`src/rtl/ecc1_pkg.sv`:
```
package ecc1_pkg;
  typedef enum logic [1:0] {
    RES_CLEAN = 2'b00,
    RES_FIXED = 2'b01,
    RES_BAD   = 2'b10
  } ecc_res_e;

  typedef enum logic [1:0] {
    PH_IDLE,
    PH_EVAL,
    PH_READ,
    PH_WRITE
  } ecc_phase_e;
endpackage

```
`src/rtl/ecc1_pack.sv`:
```
module ecc1_pack #(
  parameter int HALF_W   = 12,
  parameter int RAW_W    = 32,
  parameter int HIGH_LSB = 16,
  localparam int CODE_W  = 2 * HALF_W
) (
  input  logic [RAW_W-1:0]  raw,
  output logic [CODE_W-1:0] code
);
  logic [CODE_W-1:0] joined;
  logic              unused_raw;

  assign joined     = {raw[HIGH_LSB +: HALF_W], raw[HALF_W-1:0]};
  assign code       = ~joined;
  assign unused_raw = ^{raw[RAW_W-1:HIGH_LSB+HALF_W], raw[HIGH_LSB-1:HALF_W]};
endmodule

```
`src/rtl/ecc1_classify.sv`:
```
module ecc1_classify
  import ecc1_pkg::*;
#(
  parameter int HALF_W       = 12,
  parameter int DATA_W       = 8,
  parameter int SECTOR_BYTES = 512,
  localparam int CODE_W      = 2 * HALF_W,
  localparam int BIT_W       = $clog2(DATA_W),
  localparam int IDX_W       = CODE_W - HALF_W - BIT_W
) (
  input  logic [CODE_W-1:0] diff,
  output ecc_res_e          res,
  output logic              need_fix,
  output logic [IDX_W-1:0]  byte_idx,
  output logic [BIT_W-1:0]  bit_idx
);
  localparam logic [IDX_W:0] LIMIT = SECTOR_BYTES[IDX_W:0];

  logic [HALF_W-1:0] fold;
  logic              is_zero;
  logic              is_data;
  logic              in_range;
  logic              is_single;

  always_comb begin
    fold      = diff[CODE_W-1:HALF_W] ^ diff[HALF_W-1:0];
    is_zero   = (diff == '0);
    is_data   = (fold == '1);
    byte_idx  = diff[CODE_W-1 -: IDX_W];
    bit_idx   = diff[HALF_W +: BIT_W];
    in_range  = ({1'b0, byte_idx} < LIMIT);
    is_single = $onehot(diff);
    need_fix  = 1'b0;
    if (is_zero) begin
      res = RES_CLEAN;
    end else if (is_data) begin
      res      = in_range ? RES_FIXED : RES_BAD;
      need_fix = in_range;
    end else if (is_single) begin
      res = RES_FIXED;
    end else begin
      res = RES_BAD;
    end
  end
endmodule

```
`src/rtl/ecc1_fix_fsm.sv`:
```
module ecc1_fix_fsm
  import ecc1_pkg::*;
#(
  parameter int CODE_W = 24,
  parameter int DATA_W = 8,
  parameter int IDX_W  = 9,
  localparam int BIT_W = $clog2(DATA_W)
) (
  input  logic              clk,
  input  logic              rst_n,
  input  logic              start,
  input  logic [CODE_W-1:0] diff_in,
  output logic [CODE_W-1:0] diff_q,
  input  ecc_res_e          cls_res,
  input  logic              cls_fix,
  input  logic [IDX_W-1:0]  cls_byte,
  input  logic [BIT_W-1:0]  cls_bit,
  output logic              done,
  output ecc_res_e          status,
  output logic [IDX_W-1:0]  err_byte,
  output logic [BIT_W-1:0]  err_bit,
  output logic [IDX_W-1:0]  buf_addr,
  output logic              buf_rd_en,
  output logic              buf_wr_en,
  input  logic [DATA_W-1:0] buf_rdata,
  output logic [DATA_W-1:0] buf_wdata
);
  ecc_phase_e        phase_q, phase_d;
  logic              diff_en;
  logic              res_en;
  logic              done_d;
  ecc_res_e          status_d;
  logic [IDX_W-1:0]  byte_d;
  logic [BIT_W-1:0]  bit_d;
  logic [DATA_W-1:0] flip_mask;

  always_comb begin
    phase_d  = phase_q;
    diff_en  = 1'b0;
    res_en   = 1'b0;
    done_d   = 1'b0;
    status_d = status;
    byte_d   = err_byte;
    bit_d    = err_bit;
    case (phase_q)
      PH_IDLE: begin
        if (start) begin
          diff_en = 1'b1;
          phase_d = PH_EVAL;
        end
      end
      PH_EVAL: begin
        if (cls_fix) begin
          phase_d = PH_READ;
        end else begin
          res_en   = 1'b1;
          done_d   = 1'b1;
          status_d = cls_res;
          byte_d   = '0;
          bit_d    = '0;
          phase_d  = PH_IDLE;
        end
      end
      PH_READ: phase_d = PH_WRITE;
      PH_WRITE: begin
        res_en   = 1'b1;
        done_d   = 1'b1;
        status_d = RES_FIXED;
        byte_d   = cls_byte;
        bit_d    = cls_bit;
        phase_d  = PH_IDLE;
      end
      default: phase_d = PH_IDLE;
    endcase
  end

  always_ff @(posedge clk or negedge rst_n) begin
    if (!rst_n) begin
      phase_q  <= PH_IDLE;
      diff_q   <= '0;
      done     <= 1'b0;
      status   <= RES_CLEAN;
      err_byte <= '0;
      err_bit  <= '0;
    end else begin
      phase_q <= phase_d;
      done    <= done_d;
      if (diff_en) diff_q <= diff_in;
      if (res_en) begin
        status   <= status_d;
        err_byte <= byte_d;
        err_bit  <= bit_d;
      end
    end
  end

  assign flip_mask = DATA_W'(1) << cls_bit;
  assign buf_addr  = cls_byte;
  assign buf_rd_en = (phase_q == PH_READ);
  assign buf_wr_en = (phase_q == PH_WRITE);
  assign buf_wdata = buf_rdata ^ flip_mask;
endmodule

```
`src/rtl/nand_ecc1_fix.sv`:
```
module nand_ecc1_fix
  import ecc1_pkg::*;
#(
  parameter int HALF_W       = 12,
  parameter int RAW_W        = 32,
  parameter int HIGH_LSB     = 16,
  parameter int DATA_W       = 8,
  parameter int SECTOR_BYTES = 512,
  localparam int CODE_W      = 2 * HALF_W,
  localparam int BIT_W       = $clog2(DATA_W),
  localparam int ADDR_W      = CODE_W - HALF_W - BIT_W
) (
  input  logic              clk,
  input  logic              rst_n,
  input  logic [RAW_W-1:0]  raw_parity,
  output logic [CODE_W-1:0] packed_code,
  input  logic              start,
  input  logic [CODE_W-1:0] stored_code,
  input  logic [CODE_W-1:0] calc_code,
  output logic              done,
  output logic [1:0]        status,
  output logic [ADDR_W-1:0] err_byte,
  output logic [BIT_W-1:0]  err_bit,
  output logic [ADDR_W-1:0] buf_addr,
  output logic              buf_rd_en,
  output logic              buf_wr_en,
  input  logic [DATA_W-1:0] buf_rdata,
  output logic [DATA_W-1:0] buf_wdata
);
  logic [CODE_W-1:0] diff_in;
  logic [CODE_W-1:0] diff_q;
  ecc_res_e          cls_res;
  logic              cls_fix;
  logic [ADDR_W-1:0] cls_byte;
  logic [BIT_W-1:0]  cls_bit;
  ecc_res_e          status_e;

  assign diff_in = stored_code ^ calc_code;
  assign status  = status_e;

  ecc1_pack #(.HALF_W(HALF_W), .RAW_W(RAW_W), .HIGH_LSB(HIGH_LSB)) u_pack (
    .raw  (raw_parity),
    .code (packed_code)
  );

  ecc1_classify #(.HALF_W(HALF_W), .DATA_W(DATA_W), .SECTOR_BYTES(SECTOR_BYTES)) u_cls (
    .diff     (diff_q),
    .res      (cls_res),
    .need_fix (cls_fix),
    .byte_idx (cls_byte),
    .bit_idx  (cls_bit)
  );

  ecc1_fix_fsm #(.CODE_W(CODE_W), .DATA_W(DATA_W), .IDX_W(ADDR_W)) u_fsm (
    .clk       (clk),
    .rst_n     (rst_n),
    .start     (start),
    .diff_in   (diff_in),
    .diff_q    (diff_q),
    .cls_res   (cls_res),
    .cls_fix   (cls_fix),
    .cls_byte  (cls_byte),
    .cls_bit   (cls_bit),
    .done      (done),
    .status    (status_e),
    .err_byte  (err_byte),
    .err_bit   (err_bit),
    .buf_addr  (buf_addr),
    .buf_rd_en (buf_rd_en),
    .buf_wr_en (buf_wr_en),
    .buf_rdata (buf_rdata),
    .buf_wdata (buf_wdata)
  );
endmodule

```
`config.mk`:
```
export PLATFORM = sky130hd
export DESIGN_NAME = nand_ecc1_fix
export DESIGN_NICKNAME = d
export VERILOG_FILES = /design/src/rtl/ecc1_pkg.sv /design/src/rtl/ecc1_pack.sv /design/src/rtl/ecc1_classify.sv /design/src/rtl/ecc1_fix_fsm.sv /design/src/rtl/nand_ecc1_fix.sv
export SDC_FILE = /design/constraint.sdc
export NUM_CORES = 1
export LEC_CHECK = 0
export CAP_MARGIN = 20
export CORE_MARGIN = 2
export CORE_UTILIZATION = 45
export DETAILED_ROUTE_END_ITERATION = 12
export HOLD_SLACK_MARGIN = 0.06
export PLACE_DENSITY = 0.87
export SLEW_MARGIN = 20
export SYNTH_ARGS = -nofsm -noshare
export SYNTH_HDL_FRONTEND = slang
export SYNTH_SLANG_ARGS = --single-unit
```
`constraint.sdc`:
```
create_clock -name clk -period 7.35 [get_ports clk]
set_clock_uncertainty 0.2 [all_clocks]
set_input_delay 1.1025 -clock clk [delete_from_list [all_inputs] [get_ports clk]]
set_output_delay 1.1025 -clock clk [all_outputs]
set_load 0.03 [all_outputs]
```
* Yosys cells after proc, flatten, opt, wreduce, memory -nomap -nowiden *
Cells that the tools add are included.

storage, ports and cells
  register bits after elaboration = 41
  input bits = 91
  output and inout port bits = 58
  word-level logic and storage cells = 63

operators by class
  $add $sub $neg = 23
  equal/unequal tests = 7
  shift-type cells = 1
  mux-type cells = 18
  bitwise logic cells = 4
  reduce and logical (&&, ||, !) cells = 4

operators with widths
  kind                                             number
  adder 5 bit                                      11
  adder 1 x 1 -> 2 bit                             12
  logical NOT 24 bit                               1
  inverter 24 bit                                  1
  bitwise XOR 24 bit                               1
  one-hot mux 9 bit (2 select lines)               1
  == test 12 bit, second input constant            1
  two-way mux 2 bit                                6
  bitwise XOR 12 bit                               1
  two-way mux 9 bit                                1
  one-hot mux 2 bit (4 select lines)               1
  << shifter 1 x 3 -> 8 bit, first input constant  1
  bitwise XOR 8 bit                                1
  one-hot mux 3 bit (2 select lines)               1
  == test 5 x 1 -> 1 bit, second input constant    1
  two-way mux 1 bit                                5
  == test 2 bit, second input constant             2
  inequality test 2 bit, second input constant     2
  one-hot mux 2 bit (2 select lines)               1
  two-way mux 3 bit                                1
  AND reduction 3 bit                              1
  == test 2 x 1 -> 1 bit, second input constant    1
  logical NOT 2 bit                                1
  one-hot mux 1 bit (2 select lines)               1
  nonzero test 2 bit                               1

* Depth between registers and ports, before layout *
  depth after elaboration = 11
  mapped depth = 17
  gate-level depth less buffers = 17

* By module *
Synthesis repeated with hierarchy kept, for this count alone.

unflattened totals
  cells, all modules = 280
  area total of the unflattened synthesis = 2939.1 um2

by module, submodules not included
  module         times used  cells each  area each (um2)  seq. area each (um2)
  ecc1_fix_fsm   1           128         1751.7           1026.0
  ecc1_classify  1           104         887.1            0.0
  nand_ecc1_fix  1           24          210.2            0.0
  ecc1_pack      1           24          90.1             0.0

* Least setup slack after synthesis *
Ideal clock, no wire load.

  path kind = reg-to-reg
  from = reg u_fsm.diff_q[22]
  to = reg u_fsm.status[1]
  library setup time = 0.122 ns
  arrival time = 4.477 ns
  data required time = 7.028 ns
  path slack = 2.551 ns
  cell stages (with the launch flop) = 15
  buffers on the path = 0
  period minus slack after synthesis = 4.799 ns
  cell sequence = dfrtp_1 > ha_1 > fa_1 > inv_1 > fa_1 > fa_1 > fa_1 > inv_1 > fa_1 > ha_1 > fa_1 > xor2_1 > nor3_1 > nand3_1 > a32o_1

between the ends
  cells in the longest elaborated chain, start to end = 10
  elaborated cells on any way between the ends = 19
  those cells by class = add/sub: 4; eq/ne: 3; mux: 9; bitwise: 1; reduce/logical: 2

ends and longest elaborated chain
  what                                             line                 text
  from (decl)                                      ecc1_fix_fsm.sv:13   output logic [CODE_W-1:0] diff_q,
  from (signal assigned)                           ecc1_fix_fsm.sv:88   if (diff_en) diff_q <= diff_in;
  adder 1 x 1 -> 2 bit (not written as such)       ecc1_classify.sv:32  is_single = $onehot(diff);
  adder 5 bit (not written as such) (3 in series)  ecc1_classify.sv:32
  == test 5 x 1 -> 1 bit                           ecc1_classify.sv:32
  two-way mux 2 bit                                ecc1_classify.sv:39  end else if (is_single) begin
  two-way mux 2 bit                                ecc1_classify.sv:36  end else if (is_data) begin
  two-way mux 2 bit                                ecc1_classify.sv:34  if (is_zero) begin
  two-way mux 2 bit                                ecc1_fix_fsm.sv:53   if (cls_fix) begin
  one-hot mux 2 bit (2 select lines)               ecc1_fix_fsm.sv:45   case (phase_q)
  to (signal assigned)                             ecc1_fix_fsm.sv:90   status <= status_d;
  to (decl)                                        ecc1_fix_fsm.sv:19   output ecc_res_e status,

Parallel ways exist; a longest one is shown, timed or not. The select of a mux whose other input is x is not followed.
A chain may end at the register's enable or synchronous reset.

* Final worst setup path *
  from = reg u_fsm.diff_q[21]
  to = reg u_fsm.status[1]

The elaborated chain is that of the path after synthesis.

==> results.cfg <==
[clocking]
cts_buffers = 5
cts_tree = built
cts.repair.resized = 0
root_buffer = clkbuf_8
clk_pin_slew_ps = 70
cts_buffer_depth = 2
numClockSinks = 41
htreeDepth = 2
hold_buffers = 0
postCtsSetupBuffers = 0
insertion_delay_ps = 290

[die]
initial_utilization = 0.4674
core_area_um2 = 6794
die_w_um = 88.01
ios = 149
die_y_um = 88.01
die_area_um2 = 7745
fp-row-count = 30

[job]
cap_violations = 0

[worst_setup_path]
path_delay_family = adder cells
slowest_stage = fa_1
slowest_delay_ps = 540
cp.required_ps = 7330
path_class = register to register
cp_common_cell = fa_1
cp_num_buf_inv = 3
crit_path_start = u_fsm.diff_q[21]
crit_path_end_kind = register
cp_max_fo = 5
start_kind = register
worst-endpoint-arrival_ps = 5090
crit_path_cell_trace = inv_1, ha_1, inv_1, fa_1, fa_1, fa_1, fa_1, inv_1, fa_1, ha_1, fa_1, xor2_1, nor3_1, nand3_1, a32o_1
r2r_start = u_fsm.diff_q[21]

[placed_design]
placed_cell_area_um2 = 4591
place_hpwl_um = 6304
place.gp.congestion = 0.8343
portBuffers = 140
dp.cells = 552
dpl_worst_slack_ps = 2272

[final_layout]
final_area_um2 = 4707
area_delta_synth_final_pct = 48.23
fillers = 499
layout.cells.non_filler = 560
drive_gt1_frac = 0.03233
seq_area_um2 = 1026
antenna_cells = 0
utilization = 0.6928
multiInputGateArea_um2 = 1733
nets = 605

[hold_path]
hp-start = u_fsm.err_byte[8]
hold_class = register to register

[global_route]
antenna_found_initial = 0
grt_first_pass_wirelength_um = 12110
first_global_vias = 2678
grt_overflow = 0
grt_max_degree = 42
gr-usage-all-layers = 0.2037

[detailed_routing]
routedWlPerCell_um = 13.38
viasPerCell = 4.623
routed_wl_um = 7495
first_pass_iters = 4
ant_nets = 0
drt_iter0_drc = 88
post-route-drc-count = 0
vias = 2589

[sta]
finalHoldViolCount = 0
relSlewSlack = 0.3539
rsz0062_at_grt = false
timing.fmax_mhz = 195.7
slew_viol_final = 0
setup_violations = 0
period_minus_slack_ps = 5109
setup_tns_ps = 0
fin_ws_ps = 2241
worst_slew_pin_slew_ps = 965.0
min_period_over_period = 0.6951

[yosys]
synth_warnings = 0
synth.distinct_cells = 31
yosysTopAreaCell = dfrtp_1
async_flop_share = 1.000
yosysMostFrequentCell = inv_1
ys_top_cells_by_area = dfrtp_1 (32%), ha_1 (13%), fa_1 (12%)
avgSynthCellArea_um2 = 9.536
syn-instance-count = 333
synth-seq-cells = 41
synth_area_um2 = 3176
synth_ff_type = dfrtp_1
syn_nets = 475
yosysTopAreaCellShare = 0.3231
yosysSeqAreaShare = 0.3231
synthTopCellsByCount = inv_1 (82), dfrtp_1 (41), nand2_1 (34), ha_1 (32), xor2_1 (26)
synth_edf_count = 0

[pwr]
power_leakage_nw = 2.240
powerDensity_nw_per_um2 = 326.8
vdd_drop_max_mv = 0.2945

[status]
status = finished, final reports clean
## placed cells by master (no fill, tap or decap)
cell type,count
and2_1,1
fa_1,19
nand3_1,2
o31ai_1,1
bufinv_16,1
nor3b_2,1
nor4_4,1
nand2b_1,1
or3_1,1
o21a_1,1
nand2_1,34
dfrtp_1,41
buf_4,1
nand3_2,1
a21o_1,1
clkbuf_8,6
a22o_1,12
xor2_1,26
nor2_1,3
o21ai_4,1
ha_1,32
nand4_1,3
nor3_1,1
xnor2_1,20
buf_2,1
a21oi_1,2
a32o_1,1
clkdlybuf4s50_1,139
nor4_2,2
clkbuf_1,1
o21ai_0,25
inv_1,82
## layout make-up
class,instances,area share
multi-input combinational,192,0.3682
clock inverter,1,0.006380
tap,96,0.02552
clock buffer,7,0.01834
sequential,41,0.2180
inverter,82,0.06539
timing repair buffer,141,0.2982
## flip-flops by register name (all words and copies together), names as in the netlist, named ones only
| signal | cells |
|---|---|
| u_fsm.diff_q | 24 |
| u_fsm.err_byte | 9 |
| u_fsm.err_bit | 3 |
| u_fsm.status | 2 |
| u_fsm.done | 1 |
| u_fsm.phase_q | 1 |
## routing by layer
layer  share of wire  vias up  track usage
met2            0.49      120       0.3444
met3           0.077       14      0.05184
li1                -     1261            -
met1            0.41     1194       0.2562
met5               0        -            0
met4           0.018        0      0.06573
## stage by stage
step,power [mW],hold slack (ps)
after floorplan,1.079,311.8
after global placement,1.283,283.2
after detailed placement,1.350,287.3
after CTS,1.545,304.2
after global routing,1.713,322.1
final,1.538,308.3
## path summary, 6_finish.rpt
| kind | to | slack, ps | cells past startpoint |
|---|---|---|---|
| max | u_fsm.status[1] | 2240 | 15 |
| min | u_fsm.err_byte[8] | 310 | 1 |
| max reg2reg | u_fsm.status[1] | 2240 | 15 |
| min reg2reg | u_fsm.err_byte[8] | 310 | 1 |
| max in group asynchronous | u_fsm.diff_q[11] | 5680 | 1 |
| min in group asynchronous | u_fsm.diff_q[1] | 720 | 1 |
## kinds of logic after synthesis
kind of cell | count (synthesis) | share of synthesized area
AO/OA/AOI/OAI | 44 | 0.09102
XOR/XNOR | 46 | 0.1269
AND/OR/NAND/NOR | 51 | 0.08038
buffers and inverters | 100 | 0.1328
adder cells (fa/ha/maj) | 51 | 0.2459
flip-flops | 41 | 0.3231
## report_power, final
group	leakage [nW]	internal [mW]	total [mW]	switching, mW
Sequential	0.526	0.252	0.289	0.0365
Combinational	1.66	0.498	1.06	0.566
Clock	0.0585	0.111	0.186	0.0755
Total	2.24	0.860	1.54	0.678
No activity file was read; power rests on OpenSTA's default activity.
